===== config.mk =====
export PLATFORM = sky130hd
export DESIGN_NAME = cap_timer
export DESIGN_NICKNAME = d
export VERILOG_FILES = /design/src/rtl/cap_timer_pkg.sv /design/src/rtl/cap_free_counter.sv /design/src/rtl/cap_edge_det.sv /design/src/rtl/cap_channel.sv /design/src/rtl/cap_timer.sv
export SDC_FILE = /design/constraint.sdc
export NUM_CORES = 1
export LEC_CHECK = 0
export BUFFER_PORTS_ARGS = -buffer_cell sky130_fd_sc_hd__clkbuf_2
export CORE_MARGIN = 2
export CORE_UTILIZATION = 55
export CTS_CLUSTER_DIAMETER = 120
export DETAILED_ROUTE_END_ITERATION = 8
export PLACE_DENSITY = 0.75
export SYNTH_ARGS = -nofsm -noshare
export SYNTH_HDL_FRONTEND = slang
export SYNTH_SLANG_ARGS = --single-unit

===== constraint.sdc =====
create_clock -name clk -period 3.21 [get_ports clk]
set_clock_uncertainty 0.05 [all_clocks]
set_input_delay 0.642 -clock clk [delete_from_list [all_inputs] [get_ports clk]]
set_output_delay 0.642 -clock clk [all_outputs]
set_load 0.005 [all_outputs]

===== src/rtl/cap_timer_pkg.sv =====
// Shared constants for the capture timer: register selects and bit
// positions in the status and control registers.
package cap_timer_pkg;

    typedef enum logic [1:0] {
        REG_CAP_A  = 2'd0,
        REG_CAP_B  = 2'd1,
        REG_STATUS = 2'd2,
        REG_CTRL   = 2'd3
    } reg_sel_e;

    // Status bits (write 1 to clear); per-channel pairs are {err, flag}
    localparam int ST_A_FLAG = 0;
    localparam int ST_A_ERR  = 1;
    localparam int ST_B_FLAG = 2;
    localparam int ST_B_ERR  = 3;
    localparam int ST_OVF    = 4;
    localparam int ST_CMP    = 5;
    localparam int ST_ZERO   = 6;
    localparam int ST_BITS   = 7;

    // Control bits; enables sit in the same order as the status sources
    localparam int CT_POL_A   = 0;
    localparam int CT_POL_B   = 1;
    localparam int CT_IE_A    = 2;
    localparam int CT_IE_B    = 3;
    localparam int CT_IE_OVF  = 4;
    localparam int CT_IE_CMP  = 5;
    localparam int CT_IE_ZERO = 6;
    localparam int CT_BITS    = 7;

    localparam int NUM_CH   = 2;
    localparam int NUM_IRQ  = 5;
    localparam int WDATA_W  = (ST_BITS > CT_BITS) ? ST_BITS : CT_BITS;

endpackage


===== src/rtl/cap_free_counter.sv =====
// Free-running down counter that forms the capture time base.
// Assumes: reloads all-ones on reset and after reaching zero; never stops.
// Emits a pulse in the cycle before it becomes zero and in the cycle it wraps.
module cap_free_counter #(
    parameter int W = 16
) (
    input  logic         clk,
    input  logic         rst_n,
    output logic [W-1:0] cnt_q,
    output logic         zero_evt,
    output logic         wrap_evt
);
    localparam logic [W-1:0] ONE = W'(1);

    // Decrement each clock; natural modular wrap reloads all-ones
    always_ff @(posedge clk) begin
        if (!rst_n) cnt_q <= '1;
        else        cnt_q <= cnt_q - ONE;
    end

    assign zero_evt = (cnt_q == ONE);
    assign wrap_evt = (cnt_q == '0);

    assert_count_down_R1: assert property (@(posedge clk) disable iff (!rst_n)
        (cnt_q != '0) |=> (cnt_q == $past(cnt_q) - ONE));
    assert_count_wrap_R1: assert property (@(posedge clk) disable iff (!rst_n)
        (cnt_q == '0) |=> (cnt_q == '1));

endmodule


===== src/rtl/cap_edge_det.sv =====
// Brings one asynchronous pin into the clock domain and flags its active edge.
// Assumes: SYNC_STAGES >= 2; rise_sel = 1 picks rising, 0 picks falling.
// act_edge is high for one cycle, SYNC_STAGES edges after the pin changes.
module cap_edge_det #(
    parameter int SYNC_STAGES = 2
) (
    input  logic clk,
    input  logic rst_n,
    input  logic pin_in,
    input  logic rise_sel,
    output logic act_edge
);
    localparam int MSB = SYNC_STAGES - 1;

    logic [MSB:0] sync_q;
    logic         prev_q;

    // Synchronizer chain plus one history flop for edge comparison
    always_ff @(posedge clk) begin
        if (!rst_n) begin
            sync_q <= '0;
            prev_q <= 1'b0;
        end else begin
            sync_q <= {sync_q[MSB-1:0], pin_in};
            prev_q <= sync_q[MSB];
        end
    end

    assign act_edge = rise_sel ? (sync_q[MSB] & ~prev_q) : (~sync_q[MSB] & prev_q);

    assert_edge_one_cycle_R2: assert property (@(posedge clk) disable iff (!rst_n)
        act_edge |=> !act_edge);

endmodule


===== src/rtl/cap_channel.sv =====
// One capture channel: capture register, capture flag and overrun error.
// Assumes: act_edge is a single-cycle strobe; clears are write-1 strobes.
// A capture happens only while flag and error are both clear.
module cap_channel #(
    parameter int W = 16
) (
    input  logic         clk,
    input  logic         rst_n,
    input  logic         act_edge,
    input  logic [W-1:0] cnt,
    input  logic         clr_flag,
    input  logic         clr_err,
    output logic [W-1:0] cap_q,
    output logic         flag_q,
    output logic         err_q
);
    logic take;
    logic overrun;

    assign take    = act_edge & ~flag_q & ~err_q;
    assign overrun = act_edge & (flag_q | err_q);

    // Capture register loads only on an accepted edge
    always_ff @(posedge clk) begin
        if (!rst_n)    cap_q <= '0;
        else if (take) cap_q <= cnt;
    end

    // Flag: event has priority over a same-cycle clear
    always_ff @(posedge clk) begin
        if (!rst_n)        flag_q <= 1'b0;
        else if (take)     flag_q <= 1'b1;
        else if (clr_flag) flag_q <= 1'b0;
    end

    // Error: set by an edge that arrives before acknowledgement
    always_ff @(posedge clk) begin
        if (!rst_n)       err_q <= 1'b0;
        else if (overrun) err_q <= 1'b1;
        else if (clr_err) err_q <= 1'b0;
    end

    assert_capture_load_R3: assert property (@(posedge clk) disable iff (!rst_n)
        (act_edge && !flag_q && !err_q) |=> (flag_q && cap_q == $past(cnt)));
    assert_overrun_hold_R4: assert property (@(posedge clk) disable iff (!rst_n)
        (act_edge && (flag_q || err_q)) |=> (err_q && $stable(cap_q)));
    assert_flag_clear_R7: assert property (@(posedge clk) disable iff (!rst_n)
        (!act_edge && clr_flag && flag_q) |=> !flag_q);

endmodule


===== src/rtl/cap_timer.sv =====
// Dual-channel input capture timer with register port and combined interrupt.
// Assumes: CNT_W > status width; reads are combinational; writes take
// effect at the next clock edge. Status bits clear on write-1.
module cap_timer
    import cap_timer_pkg::*;
#(
    parameter int CNT_W       = 16,
    parameter int SYNC_STAGES = 2
) (
    input  logic               clk,
    input  logic               rst_n,
    input  logic               cap_pin_a,
    input  logic               cap_pin_b,
    input  logic               cmp_evt,
    input  logic [1:0]         reg_addr,
    input  logic               reg_wr,
    input  logic [WDATA_W-1:0] reg_wdata,
    output logic [CNT_W-1:0]   reg_rdata,
    output logic               irq
);
    localparam int ST_PAD = CNT_W - ST_BITS;
    localparam int CT_PAD = CNT_W - CT_BITS;

    logic [CNT_W-1:0]   cnt;
    logic               zero_evt, wrap_evt;
    logic [CT_BITS-1:0] ctrl_q;
    logic [ST_BITS-1:0] clr_v;
    logic [ST_BITS-1:0] status_v;
    logic               ovf_q, cmp_q, zero_q;
    logic [NUM_CH-1:0]  pin_v, edge_v, flag_v, err_v;
    logic [CNT_W-1:0]   cap_v [NUM_CH];
    logic [NUM_IRQ-1:0] src_v, en_v;

    cap_free_counter #(.W(CNT_W)) i_counter (
        .clk      (clk),
        .rst_n    (rst_n),
        .cnt_q    (cnt),
        .zero_evt (zero_evt),
        .wrap_evt (wrap_evt)
    );

    assign pin_v = {cap_pin_b, cap_pin_a};
    assign clr_v = (reg_wr && reg_addr == REG_STATUS) ? reg_wdata[ST_BITS-1:0] : '0;

    for (genvar ch = 0; ch < NUM_CH; ch++) begin : g_ch
        cap_edge_det #(.SYNC_STAGES(SYNC_STAGES)) i_edge (
            .clk      (clk),
            .rst_n    (rst_n),
            .pin_in   (pin_v[ch]),
            .rise_sel (ctrl_q[CT_POL_A + ch]),
            .act_edge (edge_v[ch])
        );
        cap_channel #(.W(CNT_W)) i_chan (
            .clk      (clk),
            .rst_n    (rst_n),
            .act_edge (edge_v[ch]),
            .cnt      (cnt),
            .clr_flag (clr_v[ST_A_FLAG + 2*ch]),
            .clr_err  (clr_v[ST_A_ERR + 2*ch]),
            .cap_q    (cap_v[ch]),
            .flag_q   (flag_v[ch]),
            .err_q    (err_v[ch])
        );
    end

    // Control register: polarity and interrupt enables
    always_ff @(posedge clk) begin
        if (!rst_n)                           ctrl_q <= '0;
        else if (reg_wr && reg_addr == REG_CTRL) ctrl_q <= reg_wdata[CT_BITS-1:0];
    end

    // Counter and compare flags: event wins over a same-cycle clear
    always_ff @(posedge clk) begin
        if (!rst_n) begin
            ovf_q  <= 1'b0;
            cmp_q  <= 1'b0;
            zero_q <= 1'b0;
        end else begin
            ovf_q  <= wrap_evt | (ovf_q  & ~clr_v[ST_OVF]);
            cmp_q  <= cmp_evt  | (cmp_q  & ~clr_v[ST_CMP]);
            zero_q <= zero_evt | (zero_q & ~clr_v[ST_ZERO]);
        end
    end

    // Status vector assembled in register bit order
    always_comb begin
        status_v            = '0;
        status_v[ST_A_FLAG] = flag_v[0];
        status_v[ST_A_ERR]  = err_v[0];
        status_v[ST_B_FLAG] = flag_v[1];
        status_v[ST_B_ERR]  = err_v[1];
        status_v[ST_OVF]    = ovf_q;
        status_v[ST_CMP]    = cmp_q;
        status_v[ST_ZERO]   = zero_q;
    end

    // Interrupt: any enabled source
    assign src_v = {zero_q, cmp_q, ovf_q, flag_v[1], flag_v[0]};
    assign en_v  = ctrl_q[CT_IE_ZERO:CT_IE_A];
    assign irq   = |(src_v & en_v);

    // Read mux
    always_comb begin
        case (reg_sel_e'(reg_addr))
            REG_CAP_A:  reg_rdata = cap_v[0];
            REG_CAP_B:  reg_rdata = cap_v[1];
            REG_STATUS: reg_rdata = {{ST_PAD{1'b0}}, status_v};
            default:    reg_rdata = {{CT_PAD{1'b0}}, ctrl_q};
        endcase
    end

    assert_cap_readonly_R6: assert property (@(posedge clk) disable iff (!rst_n)
        (reg_wr && reg_addr == REG_CAP_A && !edge_v[0]) |=> $stable(cap_v[0]));
    assert_zero_flag_R8: assert property (@(posedge clk) disable iff (!rst_n)
        (cnt == '0) |-> zero_q);
    assert_ovf_after_zero_R8: assert property (@(posedge clk) disable iff (!rst_n)
        (cnt == '0) |=> ovf_q);
    assert_masked_quiet_R9: assert property (@(posedge clk) disable iff (!rst_n)
        (ctrl_q[CT_IE_ZERO:CT_IE_A] == '0) |-> !irq);
    assert_irq_enabled_R10: assert property (@(posedge clk) disable iff (!rst_n)
        (flag_v[0] && ctrl_q[CT_IE_A]) |-> irq);
    assert_chan_independent_R5: assert property (@(posedge clk) disable iff (!rst_n)
        (!edge_v[1] && !clr_v[ST_B_FLAG]) |=> $stable(cap_v[1]) && (flag_v[1] || !$past(flag_v[1])));

endmodule


== Word-level counts from Yosys, hierarchy flattened ==
Cells that the tools add are included.

* Output and inout bits: 17
* Bits of input ports: 15
* Bits in registers: 68

* Eq/ne operators: 4
* Add/subtract/negate cells: 1
* Bitwise operators: 30
* Reductions and logical operators: 9
* Muxes and demuxes: 12

{| class="wikitable"
|+ Operator list
! kind !! number
|-
| $pmux W16 S3 || 1
|-
| $eq A16 B1 Y1 const B || 1
|-
| $logic_not A16 Y1 || 1
|-
| $sub A16 B1 Y16 const B || 1
|-
| $and A1 B1 Y1 || 13
|-
| $not A1 Y1 || 11
|-
| $mux W1 || 10
|-
| $reduce_bool A2 Y1 || 4
|-
| $mux W7 || 1
|-
| $and A5 B5 Y5 || 1
|-
| $or A1 B1 Y1 || 5
|-
| $reduce_or A5 Y1 || 1
|-
| $eq A2 B2 Y1 const B || 2
|-
| $eq A2 B1 Y1 const B || 1
|-
| $logic_and A1 B1 Y1 || 2
|-
| $logic_not A2 Y1 || 1
|}

== Depth between registers and ports, before layout ==
Gate-level depths: netlist of the first run.

* Depth after elaboration: 6
* Gate-level depth with buffers: 6
* Gate-level depth less buffers: 5

== By module ==
A second synthesis of the first run with hierarchy kept.

* Cell total of the unflattened synthesis: 339
* Area, all modules: 3,123.0 µm²

{| class="wikitable"
|+ By module, submodules not included
! module !! sequential area each (µm²) !! instances !! cells each !! area an instance (µm²)
|-
| cap_channel || 360.3 || 2 || 80 || 704.4
|-
| cap_timer || 200.2 || 1 || 82 || 794.5
|-
| cap_free_counter || 320.3 || 1 || 79 || 714.4
|-
| cap_edge_det || 60.1 || 2 || 9 || 102.6
|}

== Worst setup path after synthesis of the first run ==
No wires, ideal clock.

* Path kind: input port to output port
* From: input port reg_addr[1]
* To: output port reg_rdata[4]
* Stages on the path: 3
* Buffers on the path: 2
* Slack: 0.921 ns
* Arrival time: 1.597 ns
* Cell sequence: buf_2 -> buf_2 -> mux4_2

* Word-level cells in the longest chain between the ends: 2
* Elaborated cells on any way between the ends: 4
* Those cells by class: eq/ne: 2; mux: 1; reduce/logical: 1

{| class="wikitable"
|+ RTL lines
! element !! RTL line !! text
|-
| start: declaration || cap_timer.sv:15 || <nowiki>input logic [1:0] reg_addr,</nowiki>
|-
| $eq A2 B2 Y1 (tied with other cells) || cap_timer.sv:104 || <nowiki>case (reg_sel_e'(reg_addr))</nowiki>
|-
| $pmux W16 S3 (*) || cap_timer.sv:104 ||
|-
| end: declaration || cap_timer.sv:18 || <nowiki>output logic [CNT_W-1:0] reg_rdata,</nowiki>
|}

Every way passes the cells marked *; elsewhere a longest branch is shown, timed or not.

== Worst setup path after layout of the first run ==
* From: input port reg_addr[1]
* To: output port reg_rdata[6]

The elaborated chain is that of the path after synthesis.

==> results.md, run 1 <==
- Power consumption: 1.86 mW
- Most frequent cell after synthesis: dfxtp_1
- Worst Hold Class: flop to flop
- Synth top area cells: dfxtp_1, mux2i_1, nand2_1
- I/O Buffers: 31
- Post-CTS Setup Bufs: 0
- Routed Wire Length: 6140 µm
- # Max-Cap Violations: 0
- Synth Register Bits: between 60 and 70
- RSZ-0062 raised after global routing: false
- Hold-fix buffers, CTS: 0
- Top Metal Used: met4
- Yosys warns: 0
- Global-route wire length before repair: about 10000 µm
- Die W: about 78 µm
- Clock tree buffer depth: 2
- Final setup fails: 0
- Total grt overflow: 0
- Synth area leader: dfxtp_1
- Layout cells sized above 1: ~20%
- Synthesized area: 3050 µm²
- CTS Root Buffer Type: clkbuf_8
- Initial detailed-routing violation count: 87
- Gpl congestion: 0.803
- Rel. slew slack: about half
- # rows: 27
- Antenna Nets Post-Route: 0
- Reg clk slew, reported paths: 0.07 ns
- Final HPWL DP: around 4100 µm
- Async S/R FF share, synth: 0%
- DRT met1 WL: ~2900 µm
- Sw Ratio: 22.3%
- Fillers: roughly 450
- Crit path max fanout: 18
- Data required time of the worst path: 2.52 ns
- Initial antenna violation count: 0
- CTS resizes: 0
- Total clock sinks: a little under 70
- Final #Nets: 351
- Top cell type's share of synthesized area: between 40 and 50%
- CP startpoint kind: input port
- Mapped Nets: roughly 320
- Worst skew pair latency: about 0.35 ns
- Area grow syn2layout: 13.8%
- Measured slew at the worst slew-check pin: 0.737 ns
- Comb pwr share: 6.5%
- CTS buffer count: 9
- WL/cell: between 10 and 15 µm
- Yosys cell types: 39
- Top cells by count, synth: dfxtp_1, nand2_1, mux2i_1
- Internal power: 1.44 mW
- CTS HTree Levels: 3
- TritonCTS clock tree: built
- Antenna Cells: 0
- Pins Over Slew Limit: 0
- Power density cells: approximately 540 nW/µm²
- Post-synthesis sequential area ratio: 44.7%
- Final hold vios: 0
- Mapped Cells: slightly above 300
- Chip Height: about 78 µm
- Final Cycle Share: ~76%
- Total negative slack: 0 ns
- Setup slack after layout: between 0.7 and 0.8 ns
- Drt drc: 0
- Crit. End Element: output pin
- Fin Hold WS: 0.387 ns
- Setup Crit Path Kind: input port to output pin
- Outcome: finished, final reports clean
- P_sw: about 0.41 mW
- EDFF count, synth: 0
- Syn avg cell area: ~9.9 µm²
- Via density per instance: 5.64
- Routed via count: approximately 2300
- Minimum clock period: ~2.4 ns
- Metal3 WL: roughly 220 µm
- Pleak: around 1.7 nW
- Data arrival, critical path: 1.74 ns
- Starting density of the core: 56.0%
- I/O pin total: 32
- DIE AREA: 6150 µm²
- Fmax: 411 MHz
- DP Worst Slack: 0.761 ns
- Gr usage total: 21.4%
- Main synth FF type: dfxtp_1
- Number of global-route vias before repair: around 2200
- Met2 Routed Length: about 2900 µm
- Clk network pwr share: ~46%
- Largest net degree at the start of global routing: 38
- Peak supply drop: ~270 µV
- Sequential share of power: between 40% and 50%
- Core area: around 5400 µm²
- Drt first pass iters: 4
sequential cells by signal (all words and copies together) (netlist names):
register            flops
i_counter.cnt_q        16
cmp_q                   1
g_ch.i_chan.err_q       2
ctrl_q                  7
zero_q                  1
g_ch.i_chan.flag_q      2
g_ch.i_chan.cap_q      32
g_ch.i_edge.prev_q      2
ovf_q                   1
g_ch.i_edge.sync_q      4
area by class of cell:
class | instances | area [µm²] | area share (%)
multi-input cells | 210 | 1550 | 44.7
clock buffers | 10 | 128 | 3.68
inverters | 9 | 33.8 | 0.974
repair buffers | 36 | 193 | 5.56
clock inverters | 6 | 113 | 3.25
well taps | 72 | 90.1 | 2.60
flip-flops and latches | 68 | 1360 | 39.3
cells by family (layout without fill, tap and decap cells):
group / after synthesis / in the layout / share of synthesized area [%]
adders and majority gates: 2 / 2 / 0.821
xor gates and xnor gates: 2 / 2 / 0.575
AOI/OAI and AO/OA: 29 / 29 / 5.87
buffers and inverters: 29 / 61 / 4.72
muxes: 58 / 58 / 22.1
and+or+nand+nor: 119 / 119 / 21.3
DFF: 68 / 68 / 44.7
cells in the final DEF, fill, tap and decap left out, types with 5 or more instances in the layout:
cell / instances
and2_1: 6
dfxtp_1: 68
mux4_2: 7
o21ai_0: 11
nand2_1: 53
inv_1: 9
clkbuf_8: 9
buf_4: 5
nor2b_1: 7
clkbuf_2: 31
nor2_1: 14
mux2i_1: 48
worst paths after layout:
check,from,endpoint,slack [ns],depth (start not counted)
worst min register to register,g_ch[0].i_edge.sync_q[0],g_ch[0].i_edge.sync_q[1],0.39,1
worst max-delay path,reg_addr[1],reg_rdata[6],0.78,3
worst min-delay path,g_ch[0].i_edge.sync_q[0],g_ch[0].i_edge.sync_q[1],0.39,1
worst max register to register,i_counter.cnt_q[4],i_counter.cnt_q[14],1.44,3
power groups by stage:
stage          Clock [mW]  Sequential, mW  Combinational [mW]
2_1_floorplan           0           0.903              0.0933
3_3_place_gp            0           0.909               0.118
3_5_place_dp            0           0.911               0.121
4_1_cts             0.852           0.891               0.122
5_1_grt             0.884           0.895               0.135
6_report            0.845           0.891               0.121
per-stage QoR:
stage	util [%]	instance area, µm²	cells
6_report	63.7	3470	411
2_1_floorplan	-	3050	307
5_1_grt	63.7	3470	411
3_5_place_dp	59.3	3230	395
4_1_cts	63.7	3470	411
3_3_place_gp	59.3	3230	395
worst max-delay path, stage by stage:
cell	delay (ns)
clkbuf_2	0.40
mux4_2	0.56
clkbuf_2	0.13
layer usage:
layer	up-vias	GRT usage, %
met5	-	0
met4	0	12.8
met3	14	4.25
met2	39	32.5
met1	1138	28.3
li1	1126	-
(Power assumes the default switching activity.)
==> run 2: changes to the inputs <==
- ABC_AREA: default -> 1
- clock period: 3.21 -> 2.4 ns (I/O delays scaled with it)
==> results.md, run 2 <==
- CTS resizes: 0 (unchanged)
- Post-synthesis adder-cell area fraction: 0.741% (was 0.821%)
- Final hold vios: 0 (unchanged)
- Final Cycle Share: between 80% and 90%
- Yosys warns: 0 (unchanged)
- Biggest regs: g_ch.i_chan.cap_q x32, i_counter.cnt_q x16, ctrl_q x7 (unchanged)
- Data arrival, critical path: 1.47 ns (was 1.74 ns)
- Pins Over Slew Limit: 0 (unchanged)
- Worst skew pair latency: 0.34 ns (was 0.35 ns)
- Gr usage total: 24.9% (was 21.4%)
- Mapped Cells: 518 (was 307)
- CP startpoint kind: input port (unchanged)
- Drt drc: 0 (unchanged)
- I/O pin total: 32 (unchanged)
- Hold-fix buffers, CTS: 0 (unchanged)
- WL/cell: 12.1 µm (was 14.9 µm)
- Top cells by count, synth: nand2_1, inv_1, dfxtp_1 (was dfxtp_1, nand2_1, mux2i_1)
- Final #Nets: 562 (was 351)
- Drt first pass iters: 5 (was 4)
- Setup Crit Path Kind: input port to output pin (unchanged)
- Max reg flops: 32 (unchanged)
- Top cell type's share of synthesized area: 40.3% (was 44.7%)
- Outcome: finished, final reports clean (unchanged)
- Worst Hold Class: input port to flop (was flop to flop)
- Routed via count: 3172 (was 2317)
- CTS buffer count: 9 (unchanged)
- Synthesized area: 3380 µm² (was 3050 µm²)
- Async S/R FF share, synth: 0% (unchanged)
- Fin Hold WS: 0.264 ns (was 0.387 ns)
- Synth area leader: dfxtp_1 (unchanged)
- Final setup fails: 0 (unchanged)
- RSZ-0062 raised after global routing: false (unchanged)
- Initial detailed-routing violation count: 170 (was 87)
- Area grow syn2layout: 10.2% (was 13.8%)
- DRT met1 WL: 3610 µm (was 2870 µm)
- Syn avg cell area: 6.52 µm² (was 9.92 µm²)
- Synth top area cells: dfxtp_1, nand2_1, inv_1 (was dfxtp_1, mux2i_1, nand2_1)
- Number of global-route vias before repair: 2803 (was 2247)
- Post-synthesis sequential area ratio: 40.3% (was 44.7%)
- Metal3 WL: 382 µm (was 219 µm)
- EDFF count, synth: 0 (unchanged)
- Synth Register Bits: 68 (unchanged)
- Layout cells sized above 1: 10.4% (was 19.8%)
- Most frequent cells in the layout: nand2_1, inv_1, dfxtp_1 (was dfxtp_1, nand2_1, mux2i_1)
- Synth Area in Simple Gates: 36.5% (was 21.3%)
- Fmax: around 500 MHz
- Starting density of the core: 57.0% (was 56.0%)
- Post-CTS Setup Bufs: 0 (unchanged)
- Mux cell area share after synthesis: 0% (was 22.1%)
- Minimum clock period: 2.00 ns
- Peak supply drop: 412 µV (was 267 µV)
- Power density cells: 633 nW/µm² (was 536 nW/µm²)
- Largest Register: g_ch.i_chan.cap_q (unchanged)
- Largest net degree at the start of global routing: 58 (was 38)
- Total negative slack: 0 ns (unchanged)
- Global-route wire length before repair: 12800 µm (was 10200 µm)
- Post-synthesis xor/xnor area fraction: 0% (was 0.575%)
- Initial antenna violation count: 0 (unchanged)
- Post-synthesis compound-gate area fraction: 8.38% (was 5.87%)
- Via density per instance: 5.08 (was 5.64)
- Gpl congestion: 0.797 (was 0.803)
- Chip Height: 82.3 µm (was 78.4 µm)
- # Max-Cap Violations: 0 (unchanged)
- Crit. End Element: output pin (unchanged)
- Clock tree buffer depth: 2 (unchanged)
- Reg clk slew, reported paths: 0.07 ns (about the same)
- Measured slew at the worst slew-check pin: 0.605 ns (was 0.737 ns)
- Yosys cell types: 22 (was 39)
- Final HPWL DP: 5310 µm (was 4100 µm)
- Die W: 82.3 µm (was 78.4 µm)
- Most frequent cell after synthesis: nand2_1 (was dfxtp_1)
- Total grt overflow: 0 (unchanged)
- Antenna Cells: 0 (unchanged)
- Fillers: 591 (was 447)
- Met2 Routed Length: 3470 µm (was 2910 µm)
- Main synth FF type: dfxtp_1 (unchanged)
- Total clock sinks: 68 (unchanged)
- CTS HTree Levels: 3 (unchanged)
- Power consumption: 2.36 mW (was 1.86 mW)
- Routed Wire Length: 7590 µm (was 6140 µm)
- Top Metal Used: met4 (unchanged)
- Most common cell after layout, fill and taps aside: nand2_1 (was dfxtp_1)
- I/O Buffers: 31 (unchanged)
- Pleak: 1.85 nW (was 1.68 nW)
- Setup slack after layout: 0.399 ns (was 0.777 ns)
- Antenna Nets Post-Route: 0 (unchanged)
- CTS Root Buffer Type: clkbuf_8 (unchanged)
- DP Worst Slack: 0.398 ns (was 0.761 ns)
- Crit path max fanout: 16 (was 18)
- Rel. slew slack: 59.5% (was 50.5%)
- Data required time of the worst path: 1.87 ns (was 2.52 ns)
- Main combinational cell family by area after synthesis: simple AND/OR/NAND/NOR gates (was multiplexers)
- Mapped Nets: 535 (was 324)
- Core area: 5920 µm² (was 5440 µm²)
- TritonCTS clock tree: built (unchanged)
- # rows: 28 (was 27)
- DIE AREA: 6780 µm² (was 6150 µm²)
run 2: changes by cell type after synthesis, moves of 9 or more:
cell     previous run  this run
inv_1               9       100
nor2_1             14        60
nand2_1            53       161
a21oi_1             2        16
nand4_1             4        32
nand3_1             4        25
mux2i_1            48         0
o22ai_1             0         9
run 2: cell type report:
cell class	instances	area [µm²]	share of cell area, %
well taps	75	93.8	2.52
clock inverters	5	27.5	0.740
clock buffers	11	141	3.80
multi-input cells	331	1540	41.4
flip-flops and latches	68	1360	36.6
repair buffers	34	178	4.78
inverters	101	379	10.2
run 2: per-stage QoR:
| step | instance area (µm²) | util (%) | instances |
|---|---|---|---|
| floorplan | 3380 | - | 518 |
| global placement | 3550 | 60.0 | 609 |
| finish | 3720 | 62.8 | 625 |
| detailed placement | 3550 | 60.0 | 609 |
| CTS | 3720 | 62.8 | 625 |
| global route | 3720 | 62.8 | 625 |
run 2: worst max-delay path, stage by stage:
cell and delay [ns]:
clkbuf_2 0.10, inv_1 0.05, nand2_1 0.34, o2111ai_1 0.34, clkbuf_2 0.15
run 2: cell families after synthesis:
family          after synthesis
buf+inv                     119
fa+ha+maj                     2
flops                        68
simple gates                285
compound gates               44
run 2: final timing paths:
path	startpoint	endpoint	slack (ns)	depth (start not counted)
setup / recovery	reg_addr[1]	reg_rdata[3]	0.40	5
hold / removal	cap_pin_a	g_ch[0].i_edge.sync_q[0]	0.26	3
setup reg to reg	g_ch[1].i_edge.sync_q[1]	g_ch[1].i_chan.cap_q[13]	0.88	5
hold reg to reg	i_counter.cnt_q[0]	i_counter.cnt_q[0]	0.36	1
run 2: report_power, final:
| part | switching, mW | total (mW) | internal [mW] |
|---|---|---|---|
| clock network | 0.434 | 0.830 | 0.396 |
| registers | 0.0297 | 1.22 | 1.19 |
| logic | 0.203 | 0.306 | 0.103 |
| total | 0.667 | 2.36 | 1.69 |
run 2: metal layers:
metal,track usage [%],vias to the layer above
met5,0,-
met4,10.2,0
met3,5.22,9
met2,40.2,76
met1,32.3,1419
li1,-,1668
